File: src/rtl/rxsa_pkg.sv
package rxsa_pkg;
  localparam int CW_W   = 16;
  localparam int B_PPEN = 0;
  localparam int B_STOP = 1;
  localparam int B_BUSY = 2;
  localparam int B_BCIE = 3;
  localparam int B_ACK  = 8;
  localparam int B_SEL  = 9;
  localparam int B_ACC  = 10;
  localparam int B_BC   = 11;

  typedef struct packed {
    logic bc_ie;
    logic mk_busy;
    logic stop_req;
    logic pp_en;
  } sa_cfg_t;

  typedef struct packed {
    logic bc_seen;
    logic accessed;
    logic sel_b;
    logic pp_ack;
  } sa_stat_t;

  function automatic logic [CW_W-1:0] pack_word(sa_cfg_t c, sa_stat_t s);
    logic [CW_W-1:0] w;
    w         = '0;
    w[B_PPEN] = c.pp_en;
    w[B_STOP] = c.stop_req;
    w[B_BUSY] = c.mk_busy;
    w[B_BCIE] = c.bc_ie;
    w[B_ACK]  = s.pp_ack;
    w[B_SEL]  = s.sel_b;
    w[B_ACC]  = s.accessed;
    w[B_BC]   = s.bc_seen;
    return w;
  endfunction

  function automatic sa_cfg_t unpack_cfg(logic [CW_W-1:0] w);
    sa_cfg_t c;
    c.pp_en    = w[B_PPEN];
    c.stop_req = w[B_STOP];
    c.mk_busy  = w[B_BUSY];
    c.bc_ie    = w[B_BCIE];
    return c;
  endfunction
endpackage

File: src/rtl/rxsa_msg_trk.sv
module rxsa_msg_trk
  import rxsa_pkg::*;
#(
  parameter int SA_W = 5
) (
  input  logic            clk,
  input  logic            rst_n,
  input  logic            soft_rst,
  input  logic            bcast_en,
  input  logic            msg_start,
  input  logic [SA_W-1:0] msg_sa,
  input  logic            msg_bcast,
  input  logic            msg_illegal,
  input  logic            msg_end,
  input  logic            msg_err,
  input  logic            sa_mode,
  input  logic            sa_busy,
  input  logic            sa_sel,
  output logic            accept,
  output logic            accept_bc,
  output logic            done,
  output logic            done_toggle,
  output logic            act,
  output logic [SA_W-1:0] act_sa,
  output logic            act_sel,
  output logic            act_busy,
  output logic            act_ill
);
  logic            act_q, act_d;
  logic [SA_W-1:0] sa_q, sa_d;
  logic            pp_q, pp_d;
  logic            busy_q, busy_d;
  logic            ill_q, ill_d;
  logic            sel_q, sel_d;
  logic            ctx_en;

  // Acceptance and completion decode
  always_comb begin
    accept      = msg_start && !act_q && !soft_rst && !(msg_bcast && !bcast_en);
    accept_bc   = accept && msg_bcast && !msg_illegal;
    done        = msg_end && act_q && !soft_rst;
    done_toggle = done && pp_q && !msg_err && !busy_q && !ill_q;
  end

  // Next-state for the message context
  always_comb begin
    act_d  = act_q;
    sa_d   = sa_q;
    pp_d   = pp_q;
    busy_d = busy_q;
    ill_d  = ill_q;
    sel_d  = sel_q;
    ctx_en = accept;
    if (soft_rst) begin
      act_d = 1'b0;
    end else if (accept) begin
      act_d  = 1'b1;
      sa_d   = msg_sa;
      pp_d   = sa_mode;
      busy_d = sa_busy;
      ill_d  = msg_illegal;
      sel_d  = sa_sel;
    end else if (done) begin
      act_d = 1'b0;
    end
  end

  always_ff @(posedge clk or negedge rst_n) begin
    if (!rst_n) begin
      act_q <= 1'b0;
    end else begin
      act_q <= act_d;
    end
  end

  always_ff @(posedge clk or negedge rst_n) begin
    if (!rst_n) begin
      sa_q   <= '0;
      pp_q   <= 1'b0;
      busy_q <= 1'b0;
      ill_q  <= 1'b0;
      sel_q  <= 1'b0;
    end else if (ctx_en) begin
      sa_q   <= sa_d;
      pp_q   <= pp_d;
      busy_q <= busy_d;
      ill_q  <= ill_d;
      sel_q  <= sel_d;
    end
  end

  assign act      = act_q;
  assign act_sa   = sa_q;
  assign act_sel  = sel_q;
  assign act_busy = busy_q;
  assign act_ill  = ill_q;
endmodule

File: src/rtl/rxsa_slot.sv
module rxsa_slot
  import rxsa_pkg::*;
(
  input  logic     clk,
  input  logic     rst_n,
  input  logic     soft_rst,
  input  logic     idle,
  input  logic     wr_en,
  input  sa_cfg_t  wr_cfg,
  input  logic     rd_en,
  input  logic     set_bc,
  input  logic     set_acc,
  input  logic     toggle,
  output sa_cfg_t  cfg,
  output sa_stat_t stat
);
  sa_cfg_t  cfg_q, cfg_d;
  sa_stat_t st_q, st_d;
  logic     cfg_en;

  // Host-owned bits: write only
  always_comb begin
    cfg_en = wr_en;
    cfg_d  = wr_cfg;
  end

  // Device-owned bits
  always_comb begin
    st_d = st_q;
    if (soft_rst) begin
      st_d = '0;
    end else begin
      if (idle) st_d.pp_ack = cfg_q.pp_en && !cfg_q.stop_req;
      if (toggle) st_d.sel_b = !st_q.sel_b;
      if (rd_en) begin
        st_d.accessed = 1'b0;
        st_d.bc_seen  = 1'b0;
      end
      if (set_acc) st_d.accessed = 1'b1;
      if (set_bc)  st_d.bc_seen  = 1'b1;
    end
  end

  always_ff @(posedge clk or negedge rst_n) begin
    if (!rst_n) begin
      cfg_q <= '0;
    end else if (cfg_en) begin
      cfg_q <= cfg_d;
    end
  end

  always_ff @(posedge clk or negedge rst_n) begin
    if (!rst_n) begin
      st_q <= '0;
    end else begin
      st_q <= st_d;
    end
  end

  assign cfg  = cfg_q;
  assign stat = st_q;
endmodule

File: src/rtl/rxsa_pingpong_ctrl.sv
module rxsa_pingpong_ctrl
  import rxsa_pkg::*;
#(
  parameter int SA_W = 5
) (
  input  logic            clk,
  input  logic            rst_n,
  input  logic            soft_rst,
  input  logic            bcast_en,
  input  logic            bcast_irq_en,
  input  logic            msg_start,
  input  logic [SA_W-1:0] msg_sa,
  input  logic            msg_bcast,
  input  logic            msg_illegal,
  input  logic            msg_end,
  input  logic            msg_err,
  input  logic            host_wr,
  input  logic            host_rd,
  input  logic [SA_W-1:0] host_addr,
  input  logic [15:0]     host_wdata,
  output logic [15:0]     host_rdata,
  output logic            msg_active,
  output logic            msg_buf_b,
  output logic            msg_busy,
  output logic            msg_store,
  output logic            bcast_irq
);
  localparam int NUM_SA = 1 << SA_W;

  sa_cfg_t  cfg_a  [NUM_SA];
  sa_stat_t stat_a [NUM_SA];

  logic [NUM_SA-1:0] mode_vec;
  logic [NUM_SA-1:0] busy_vec;
  logic [NUM_SA-1:0] sel_vec;
  logic [NUM_SA-1:0] ack_vec;
  logic [NUM_SA-1:0] bc_vec;
  logic [NUM_SA-1:0] irq_vec;

  logic            accept, accept_bc, done, done_toggle;
  logic            act, act_sel, act_busy, act_ill;
  logic [SA_W-1:0] act_sa;
  sa_cfg_t         wr_cfg;
  logic            unused_wbits;

  assign wr_cfg       = unpack_cfg(host_wdata);
  assign unused_wbits = ^host_wdata[15:4];

  rxsa_msg_trk #(.SA_W(SA_W)) u_trk (
    .clk        (clk),
    .rst_n      (rst_n),
    .soft_rst   (soft_rst),
    .bcast_en   (bcast_en),
    .msg_start  (msg_start),
    .msg_sa     (msg_sa),
    .msg_bcast  (msg_bcast),
    .msg_illegal(msg_illegal),
    .msg_end    (msg_end),
    .msg_err    (msg_err),
    .sa_mode    (mode_vec[msg_sa]),
    .sa_busy    (busy_vec[msg_sa]),
    .sa_sel     (sel_vec[msg_sa]),
    .accept     (accept),
    .accept_bc  (accept_bc),
    .done       (done),
    .done_toggle(done_toggle),
    .act        (act),
    .act_sa     (act_sa),
    .act_sel    (act_sel),
    .act_busy   (act_busy),
    .act_ill    (act_ill)
  );

  for (genvar i = 0; i < NUM_SA; i++) begin : g_slot
    logic hit_w, hit_r, hit_s, hit_e;
    assign hit_w = host_wr && (host_addr == SA_W'(i));
    assign hit_r = host_rd && (host_addr == SA_W'(i));
    assign hit_s = accept_bc && (msg_sa == SA_W'(i));
    assign hit_e = done && (act_sa == SA_W'(i));

    rxsa_slot u_slot (
      .clk     (clk),
      .rst_n   (rst_n),
      .soft_rst(soft_rst),
      .idle    (!act),
      .wr_en   (hit_w),
      .wr_cfg  (wr_cfg),
      .rd_en   (hit_r),
      .set_bc  (hit_s),
      .set_acc (hit_e),
      .toggle  (hit_e && done_toggle),
      .cfg     (cfg_a[i]),
      .stat    (stat_a[i])
    );

    assign mode_vec[i] = cfg_a[i].pp_en && stat_a[i].pp_ack;
    assign busy_vec[i] = cfg_a[i].mk_busy;
    assign sel_vec[i]  = stat_a[i].sel_b;
    assign ack_vec[i]  = stat_a[i].pp_ack;
    assign bc_vec[i]   = stat_a[i].bc_seen;
    assign irq_vec[i]  = stat_a[i].bc_seen && cfg_a[i].bc_ie;
  end

  always_comb begin
    host_rdata = '0;
    for (int k = 0; k < NUM_SA; k++) begin
      if (host_addr == SA_W'(k)) host_rdata = pack_word(cfg_a[k], stat_a[k]);
    end
  end

  assign msg_active = act;
  assign msg_buf_b  = act_sel;
  assign msg_busy   = act && act_busy;
  assign msg_store  = act && !act_busy && !act_ill;
  assign bcast_irq  = bcast_irq_en && (|irq_vec);
endmodule

File: config.mk
export PLATFORM = sky130hd
export DESIGN_NAME = rxsa_pingpong_ctrl
export DESIGN_NICKNAME = d
export VERILOG_FILES = /design/src/rtl/rxsa_pkg.sv /design/src/rtl/rxsa_msg_trk.sv /design/src/rtl/rxsa_slot.sv /design/src/rtl/rxsa_pingpong_ctrl.sv
export SDC_FILE = /design/constraint.sdc
export NUM_CORES = 1
export LEC_CHECK = 0
export BUFFER_PORTS_ARGS = -buffer_cell sky130_fd_sc_hd__buf_2
export CORE_ASPECT_RATIO = 0.6
export CORE_MARGIN = 2
export CORE_UTILIZATION = 45
export CTS_BUF_LIST = sky130_fd_sc_hd__clkbuf_16
export DETAILED_ROUTE_END_ITERATION = 6
export GPL_ROUTABILITY_DRIVEN = 0
export PLACE_DENSITY = 0.66
export SYNTH_ARGS = -nofsm -noshare
export SYNTH_HDL_FRONTEND = slang
export SYNTH_SLANG_ARGS = --single-unit
export TNS_END_PERCENT = 10
File: constraint.sdc
create_clock -name clk -period 2.3 [get_ports clk]
set_input_delay 0.23 -clock clk [delete_from_list [all_inputs] [get_ports clk]]
set_output_delay 0.23 -clock clk [all_outputs]
set_load 0.01 [all_outputs]
==> Yosys cells after proc, flatten, opt, wreduce, memory -nomap -nowiden <==
Index checks and enable logic that the tools add are counted.
{ "classes": {"n_lt_le_gt_ge": 1, "eq_ne": 94, "n_mux": 233, "n_bitwise": 1, "reduce_logical": 446} }
{ "op_table": {"columns": ["op", "count"], "rows": [
  ["16-bit 2-to-1 mux", 31],
  ["1-bit logical AND", 272],
  ["5-bit == test (second input constant)", 48],
  ["3-bit nonzero test", 65],
  ["1-bit 2-to-1 mux", 134],
  ["4-bit 2-to-1 mux", 32],
  ["5-bit by 4-bit == test with 1-bit output (second input constant)", 24],
  ["1-bit logical NOT", 72],
  ["2-bit 2-to-1 mux", 32],
  ["2-bit nonzero test", 32],
  ["5-bit by 3-bit == test with 1-bit output (second input constant)", 12],
  ["32-bit OR reduction", 1],
  ["5-bit by 2-bit == test with 1-bit output (second input constant)", 6],
  ["1-bit binary-select mux with 5-bit select", 3],
  ["5-bit by 1-bit == test with 1-bit output (second input constant)", 3],
  ["5-bit logical NOT", 3],
  ["12-bit 2-to-1 mux", 1],
  ["5-bit by 6-bit < comparator with 1-bit output (second input constant)", 1],
  ["2-bit != test (second input constant)", 1],
  ["2-bit AND reduction", 1],
  ["1-bit inverter", 1]
]} }
{ "word_totals": {"register_bits": 266, "input_bits": 38, "output_inout_bits": 21, "wordCells": 1037} }

==> Longest topological paths before layout <==
Gate-level depths: netlist of the first run.
{ "logic_depth": {"word_depth": 33, "depth_mapped": 9, "ltp_nobuf": 6} }

==> Hierarchy <==
From an unflattened synthesis of the first run, not the netlist that was laid out.
{ "hier_totals": {"cells_unflattened": 1619, "hier_area_um2": 15723.8} }
{ "by_module_without_submodules": {"columns": ["mod", "instances", "cells_each", "area_per_inst_um2", "seq_area_each_um2"], "rows": [
  ["rxsa_slot", 32, 23, 306.5, 200.2],
  ["rxsa_pingpong_ctrl", 1, 852, 5459.0, 0.0],
  ["rxsa_msg_trk", 1, 31, 455.4, 250.2]
]} }

==> Worst setup path before layout of the first run <==
Ideal clock, no wire load.
{ "synth_path": {"kind": "input-to-output", "start": "input host_addr[3]", "end": "output host_rdata[9]", "arrival_time_ps": 1613, "t_required_ps": 2070, "setup_slack_ps": 457, "cell_stages": 8, "n_path_buf": 2, "cell_sequence": "buf_6 buf_6 or4_4 o22ai_1 o21ai_1 a31oi_1 o21ai_1 a31oi_1"} }
{ "synth_between": {"elab_chain_cells": 33, "elab_cells_between_ends": 64, "classes_between": "31 x eq/ne; 32 x mux; 1 x reduce/logical"} }
{ "synth_lines": {"columns": ["element", "line", "source"], "rows": [
  ["from (decl)", "rxsa_pingpong_ctrl.sv:19", "input logic [SA_W-1:0] host_addr,"],
  ["5-bit logical NOT", "rxsa_pingpong_ctrl.sv:107", "if (host_addr == SA_W'(k)) host_rdata = pack_word(cfg_a[k], stat_a[k]);"],
  ["12-bit 2-to-1 mux", "rxsa_pingpong_ctrl.sv:107", null],
  ["16-bit 2-to-1 mux (30 in series)", "rxsa_pingpong_ctrl.sv:107", null],
  ["16-bit 2-to-1 mux *", "rxsa_pingpong_ctrl.sv:107", null],
  ["to (decl)", "rxsa_pingpong_ctrl.sv:21", "output logic [15:0] host_rdata,"]
]} }
Every way passes the cells marked *; elsewhere a longest branch is shown, timed or not.

==> Worst setup path in the final report of the first run <==
{ "layout_path": {"start": "register g_slot[4].u_slot.st_q (netlist bit g_slot[4].u_slot.stat[3])", "end": "output host_rdata[11]"} }
{ "layout_between": {"elab_chain_cells": 28} }
{ "layout_lines": {"columns": ["element", "line", "source"], "rows": [
  ["from (decl)", "rxsa_slot.sv:18", "sa_stat_t st_q, st_d;"],
  ["from (signal assigned)", "rxsa_slot.sv:56", "st_q <= st_d;"],
  ["16-bit 2-to-1 mux (28 in series)", "rxsa_pingpong_ctrl.sv:107", null]
]} }
No other way between the ends.

==> summary.txt, run 1 <==
Run status
  • Status: finished, violations left
  • Failing checks: setup timing

Routing
  • Post-DR wirelength/cell: between 20 and 30 um
  • DRT antenna net count: 0
  • DRC Markers: 0
  • Routed vias: between 10000 and 15000
  • Via/cell ratio: 6.63
  • DRT Pass-1 Iters: 7
  • Final wirelength: between 60000 and 70000 um
  • Initial drt markers: ~2200

Critical path
  • Worst path required time: roughly 2100 ps
  • CP Launch Type: flop
  • Setup Crit Path Kind: flop to output pin
  • Crit Reg-Reg Endpoint: g_slot[26].u_slot.stat[3]$_DFFE_PN0P_
  • CP max FO: 3
  • Worst r2r src: u_trk.act$_DFFE_PN0P_
  • Reg2Reg Setup Slack: about 290 ps
  • Crit path arrival time: 2400 ps
  • Critical path capture point type: output pin
  • Reg2Reg Depth: 6

Global routing
  • Initial antenna violation count: 2
  • GRT Residual Overflow: 0
  • First-pass GRT wire length: between 80000 and 90000 um
  • Number of global-route vias before repair: about 14000
  • GRT Util Overall: ~33%
  • Largest net degree at the start of global routing: 77

Synth
  • Yosys reg bits: 266
  • Post-Synthesis Cells: approximately 1600
  • Synthesis Warnings: 0
  • Post-synth EDFFs: 0
  • Synth cell types: 92
  • Syn Area/Cell: 9.85 um2
  • Sequential-to-total area share from yosys stat: 43.0%
  • Cell Area, Synth: between 15000 and 20000 um2
  • Asr flop ratio synth: 100%
  • Top_reg_cell synth: dfrtp_1

Power
  • Switching power total: between 4 and 5 mW
  • Power Density: 709 nW/um2
  • Clock power frac: 35.2%
  • Cell internal pwr: about 9.0 mW
  • Reg power frac: a little under half
  • Sw Share: 31.0%
  • Overall power: 13.1 mW
  • Power share of the combinational group: 19.7%
  • Pleak: 7.84 nW
  • Peak supply drop: between 0.5 and 0.6 mV

Floorplanning
  • # IOs: 59
  • Core Area: between 30000 and 40000 um2
  • Die height: between 100 and 150 um
  • Initial core utilization: 45.8%
  • Die area: roughly 36000 um2
  • FP Rows: 52
  • Die X: approximately 240 um

Clock tree
  • CTS buffer count: 25
  • Clk_lat worst skew: between 500 and 600 ps
  • Clock transition at path regs: 70 ps
  • CTS Root Cell: clkbuf_16
  • H-tree level count: 1
  • CTS Sinks: roughly 270
  • Clock tree buffer depth: 3
  • CTS tree: done

STA
  • Final Hold Vio Count: 0
  • RSZ-0062 raised after global routing: true
  • Worst Tran Pin Value: approximately 920 ps
  • Rel. slew slack: 38.5%
  • Worst setup margin: -330 ps
  • Final setup viols: 9
  • Hold WS: approximately 41 ps
  • Fmax: 0.380 GHz
  • Post-layout min period: 2630 ps
  • Max-slew violations: 0
  • Clock Skew: between 10 and 15 ps
  • Final TNS setup: -2020 ps
  • Final worst-path cycle share: 114%

Cells and area
  • Final instance area: approximately 18000 um2
  • Area Growth Syn to Fin: 19.2%
  • Final nets: 1755
  • Fraction of layout cells with a size suffix above 1: between 20% and 30%

Min path
  • Hold wc startpoint: msg_sa[2]
  • Hold Path End: u_trk.act_sa[2]$_DFFE_PN0P_
  • Worst Hold Class: input port to flop
  • Hold-critical path depth: 2

Placed design
  • DP HPWL: ~44000 um
  • PortBufs: 38
  • Post-DP Area: about 17000 um2

Job
  • Max cap viols: 0
[cells in the final DEF, fill, tap and decap left out, types with 17 or more instances in the layout]
master | Yosys | routed
dfrtp_1 | 266 | 259
buf_4 | 23 | 194
nand2_1 | 142 | 141
nor2_1 | 139 | 139
mux2_2 | 139 | 139
a21oi_1 | 105 | 100
o21ai_0 | 95 | 93
nand3_1 | 53 | 52
mux2i_1 | 39 | 39
a22oi_1 | 35 | 35
buf_2 | 36 | 34
nor3b_1 | 31 | 30
o211ai_1 | 25 | 25
clkbuf_16 | 0 | 25
nor2b_1 | 24 | 24
xor2_1 | 24 | 24
mux4_2 | 21 | 21
inv_1 | 19 | 20
o22ai_1 | 24 | 19
buf_12 | 0 | 18
nand2b_1 | 17 | 17
nor3_1 | 18 | 17
[cell usage after synthesis, drive strengths merged (17+ instances only)]
| cell | number | area [um2] |
|---|---|---|
| nor2 | 147 | 592 |
| mux2 | 144 | 1640 |
| nand2 | 148 | 571 |
| a22oi | 35 | 263 |
| mux4 | 21 | 473 |
| o211ai | 25 | 188 |
| nor2b | 25 | 159 |
| inv | 19 | 71.3 |
| nand3 | 54 | 283 |
| o22ai | 25 | 163 |
| nand2b | 17 | 106 |
| buf | 77 | 503 |
| nor3 | 20 | 110 |
| clkbuf | 62 | 235 |
| mux2i | 39 | 390 |
| nor3b | 32 | 251 |
| xor2 | 24 | 210 |
| a21oi | 105 | 526 |
| dfrtp | 266 | 6660 |
| o21ai | 103 | 516 |
[power groups by stage]
stage / clock network, mW / logic, mW / registers, mW
finish: 4.60 / 2.58 / 5.90
global route: 4.83 / 2.70 / 5.94
CTS: 4.64 / 2.48 / 5.84
detailed placement: 0 / 2.38 / 5.94
global placement: 0 / 2.32 / 5.92
floorplan: 0 / 1.53 / 5.61
[cell type report]
| type | count | area [um2] |
|---|---|---|
| Antenna cell | 2 | 5.00 |
| Fill cell | 2897 | 15300 |
| Inverter | 19 | 71.3 |
| Clock buffer | 25 | 626 |
| Clock inverter | 19 | 248 |
| Sequential cell | 266 | 6670 |
| Multi-Input combinational cell | 1153 | 8200 |
| Timing Repair Buffer | 252 | 2050 |
| Tap cell | 459 | 574 |
[flip-flops by register name (all words and copies together), names as in the netlist]
register	count
u_trk.act_sel	1
u_trk.act_busy	1
u_trk.pp_q	1
u_trk.act_sa	5
g_slot.u_slot.cfg	128
u_trk.act_ill	1
u_trk.act	1
g_slot.u_slot.stat	128
[per-stage QoR]
stage                     instances  setup slack (ps)  util [%]
after global routing           2193              -359      54.6
final                          2195              -330      54.6
after floorplan                1577               457         -
after global placement         2142              -375      51.3
after detailed placement       2142              -333      51.3
after CTS                      2193              -223      54.5
[how the worst max path moves through the flow]
stage                                     startpoint             end  slack [ps]  cells past startpoint
2_1_floorplan                           host_addr[3]   host_rdata[9]         460                      8
3_3_place_gp                            host_addr[0]  host_rdata[10]        -380                     10
3_5_place_dp                            host_addr[0]  host_rdata[10]        -330                     10
4_1_cts        g_slot[20].u_slot.stat[2]$_DFFE_PN0P_  host_rdata[10]        -220                      7
5_1_grt        g_slot[27].u_slot.stat[1]$_DFFE_PN0P_   host_rdata[9]        -360                      8
6_report        g_slot[4].u_slot.stat[3]$_DFFE_PN0P_  host_rdata[11]        -330                      8
[repair_timing]
action | 4_1_cts | 5_1_grt
resized for setup | 32 | 9
pin swaps | 24 | 3
hold buffers | 4 | 0
endpoints found under the setup margin | 9 | 9
buffers inserted | 7 | 0
endpoints found under the hold margin | 95 | 0
[routing by layer]
metal	share of wire (%)	track usage [%]	up-vias
li1	-	-	6021
met1	42	48.4	7297
met2	40	44.5	1076
met3	16	13.8	150
met4	2.8	8.07	2
met5	0.11	1.34	-
[critical path, stage by stage (launching register included)]
cell and delay [ps]:
dfrtp_1 420, mux2_2 290, o22ai_1 150, o22a_1 150
o211ai_1 120, a31oi_1 280, o22ai_2 150, buf_4 150
buf_2 130
[logic make-up (layout without fill, tap and decap cells)]
kind of cell              count (synthesis)  in the layout  synth area share [%]
and+or+nand+nor                         505            505                  16.9
AOI/OAI and AO/OA                       408            408                  17.1
DFF                                     266            266                  43.0
muxes                                   204            204                  16.2
buffers and inverters                   158            315                  5.23
xor gates and xnor gates                 28             28                  1.59
other                                     1             10                0.0242
(Power assumes the default switching activity.)
==> inputs of run 2 (changes only) <==
- CTS_BUF_LIST: sky130_fd_sc_hd__clkbuf_16 -> sky130_fd_sc_hd__clkbuf_8
- SYNTH_HIERARCHICAL: default -> 1
==> run 2 against run 1 <==
  * Power decreased by 2.8%
  * Clock power shrank 5.0%
  * The run ends with DRC, setup timing left
  * Setup slack lost 230 ps
  * Area after synthesis grew 1.6%
  * Non-clock buffer count rose by 33
  * Die area up 1.6%
  * Core utilization increased by 1.7 points
  * Largest power group unchanged
  * Register-to-register slack got worse by 250 ps
  * Via count up 1.6%
  * Sequential cell count did not move
  * First-iteration DRC count grew 1.8%
  * Largest cell class unchanged
  * Clock skew grew 16 ps
  * Critical endpoint is now host_rdata[1]
==> summary.txt, run 2 <==
Min path
  • Hold wc startpoint: msg_start
  • Hold Path End: u_trk/act$_DFFE_PN0P_
  • Hold-critical path depth: 4 (+2)
  • Worst Hold Class: input port to flop

Global routing
  • First-pass GRT wire length: 91300 um (+2.0%)
  • GRT Util Overall: 33.7% (+0.61 points)
  • Initial antenna violation count: 0 (-2)
  • Number of global-route vias before repair: 14300 (+4.3%)
  • GRT Residual Overflow: 0 (unchanged)
  • Largest net degree at the start of global routing: 99 (+29%)

Critical path
  • Worst path required time: 2070 ps (about the same)
  • Critical path cell sequence: nor2b_1, o32ai_1, a221o_1, a2111oi_4, o21ai_2, a22oi_2, buf_2
  • CP max FO: 3 (unchanged)
  • CP Launch Type: flop
  • Reg2Reg Depth: 4 (-2)
  • Slowest-stage cell, CP: a2111oi_4
  • CP peak stage delay: 470 ps (+50 ps)
  • Critical path capture point type: output pin
  • Setup Crit Path Kind: flop to output pin
  • Crit path arrival time: 2630 ps (+230 ps)
  • Reg2Reg Setup Slack: 40 ps (-250 ps)
  • Worst r2r src: g_slot[15].u_slot/cfg[2]$_DFFE_PN0P_
  • Crit Reg-Reg Endpoint: u_trk/act_busy$_DFFE_PN0P_

STA
  • Rel. slew slack: 42.5% (+4.0 points)
  • RSZ-0062 raised after global routing: true
  • Final Hold Vio Count: 0 (unchanged)
  • Worst Tran Pin Value: 863 ps (-59.6 ps)
  • Post-layout min period: 2860 ps (+227 ps)
  • Hold WS: 135 ps (+94.1 ps)
  • Final setup viols: 9 (unchanged)
  • Fmax: 0.350 GHz (-7.9%)
  • Clock Skew: 28.5 ps (+15.7 ps)
  • Final worst-path cycle share: 124% (+9.9 points)
  • Final TNS setup: -3500 ps (-1480 ps)
  • Worst setup margin: -557 ps (-227 ps)
  • Max-slew violations: 0 (unchanged)

Cells and area
  • Final nets: 1895 (+8.0%)
  • Area Growth Syn to Fin: 21.9%
  • Fill count: 2985 (+3.0%)
  • Commonest non-fill, non-tap cell in the layout: dfrtp_1
  • Utilization after layout: 56.3% (+1.7 points)
  • N_diodes: 0 (-2)
  • Most frequent cells in the layout: 265 x dfrtp_1, 232 x buf_4, 219 x nor2_1
  • Fraction of layout cells with a size suffix above 1: 23.3% (-6.5 points)

Routing
  • Routed vias: 14800 (+1.6%)
  • Initial drt markers: 2210 (+1.8%)
  • Via/cell ratio: 6.30 (-5.0%)
  • Final wirelength: 60600 um (+0.96%)
  • DRC Markers: 15 (+15)
  • DRT antenna net count: 0 (unchanged)
  • Post-DR wirelength/cell: 25.8 um (-5.6%)
  • DRT Pass-1 Iters: 7 (unchanged)

Job
  • Max cap viols: 0 (unchanged)

Placed design
  • DP HPWL: 45700 um (+2.7%)
  • Pre-CTS setup slack: -749 ps (-416 ps)
  • PortBufs: 38 (unchanged)

Clock tree
  • Clk_lat worst skew: 610 ps (+50 ps)
  • CTS Root Cell: clkbuf_8
  • Clock tree buffer depth: 3 (unchanged)
  • Clock transition at path regs: 60 ps (about the same)
  • H-tree level count: 2 (+1)
  • CTS buffer count: 41 (+64%)
  • CTS tree: done
  • CTS Sinks: 266 (unchanged)

Synth
  • Synthesis Warnings: 6 (+6)
  • Syn Area/Cell: 9.72 um2 (-1.4%)
  • Cell Area, Synth: 15700 um2 (+1.6%)
  • Post-Synthesis Cells: 1618 (+3.1%)

Power
  • Peak supply drop: 0.506 mV (-14%)
  • Pleak: 8.12 nW (+3.6%)
  • Overall power: 12.7 mW (-2.8%)
  • Power Density: 663 nW/um2 (-6.4%)

Run status
  • Failing checks: DRC, setup timing
  • Status: finished, violations left

Floorplanning
  • Die height: 149 um (+0.79%)
  • Die X: 245 um (+0.80%)
  • FP Rows: 52 (unchanged)
  • Initial core utilization: 46.2% (+0.39 points)
  • Die area: 36500 um2 (+1.6%)
  • Core Area: 34000 um2 (+0.77%)
  • # IOs: 59 (unchanged)
run 2: layer usage:
metal	track usage (%)	part of all wire (%)
met4	8.48	2.3
met5	0	0
met1	50.0	43
met2	43.7	38
met3	15.2	16
run 2: area by class of cell:
| type | instances | area [um2] | area share (%) |
|---|---|---|---|
| sequential | 266 | 6660 | 34.8 |
| multi-input combinational | 1190 | 8510 | 44.4 |
| inverter | 73 | 274 | 1.43 |
| tap | 459 | 574 | 3.00 |
| clock buffer | 57 | 785 | 4.10 |
| timing repair buffer | 285 | 2250 | 11.7 |
| clock inverter | 18 | 105 | 0.549 |
run 2: power by group:
group	total (mW)	internal (mW)	switching, mW	leakage [nW]
Combinational	2.51	1.14	1.37	4.09
Sequential	5.83	5.22	0.613	3.54
Clock	4.37	2.32	2.05	0.500
run 2: worst max-delay path, delay by kind of cell (launching register included):
family          cells  cell delay, ps
buf+inv             1             160
simple gates        1             220
flops               1             390
compound gates      5            1280
run 2: per-stage QoR:
| stage | std cells | cell area, um2 |
|---|---|---|
| after global routing | 2348 | 19200 |
| after floorplan | 1625 | 15800 |
| final | 2348 | 19200 |
| after global placement | 2269 | 18100 |
| after CTS | 2348 | 19100 |
| after detailed placement | 2269 | 18100 |
run 2: worst max path at each step:
stage,start,endpoint,slack (ps)
global route,g_slot[7].u_slot/cfg[1]$_DFFE_PN0P_,host_rdata[1],-630
CTS,g_slot[7].u_slot/cfg[1]$_DFFE_PN0P_,host_rdata[1],-550
finish,g_slot[18].u_slot/cfg[1]$_DFFE_PN0P_,host_rdata[1],-560
floorplan,msg_sa[0],u_trk/act_sel$_DFFE_PN0P_,10
detailed placement,host_addr[0],host_rdata[1],-750
global placement,host_addr[0],host_rdata[1],-780
run 2: timing repair:
action                                  CTS  global route
endpoints found under the hold margin    65             0
gates resized for setup                  26             6
endpoints found under the setup margin    9            10
pin swaps                                18             6
buffers inserted                          1             0
hold buffers                              4             0
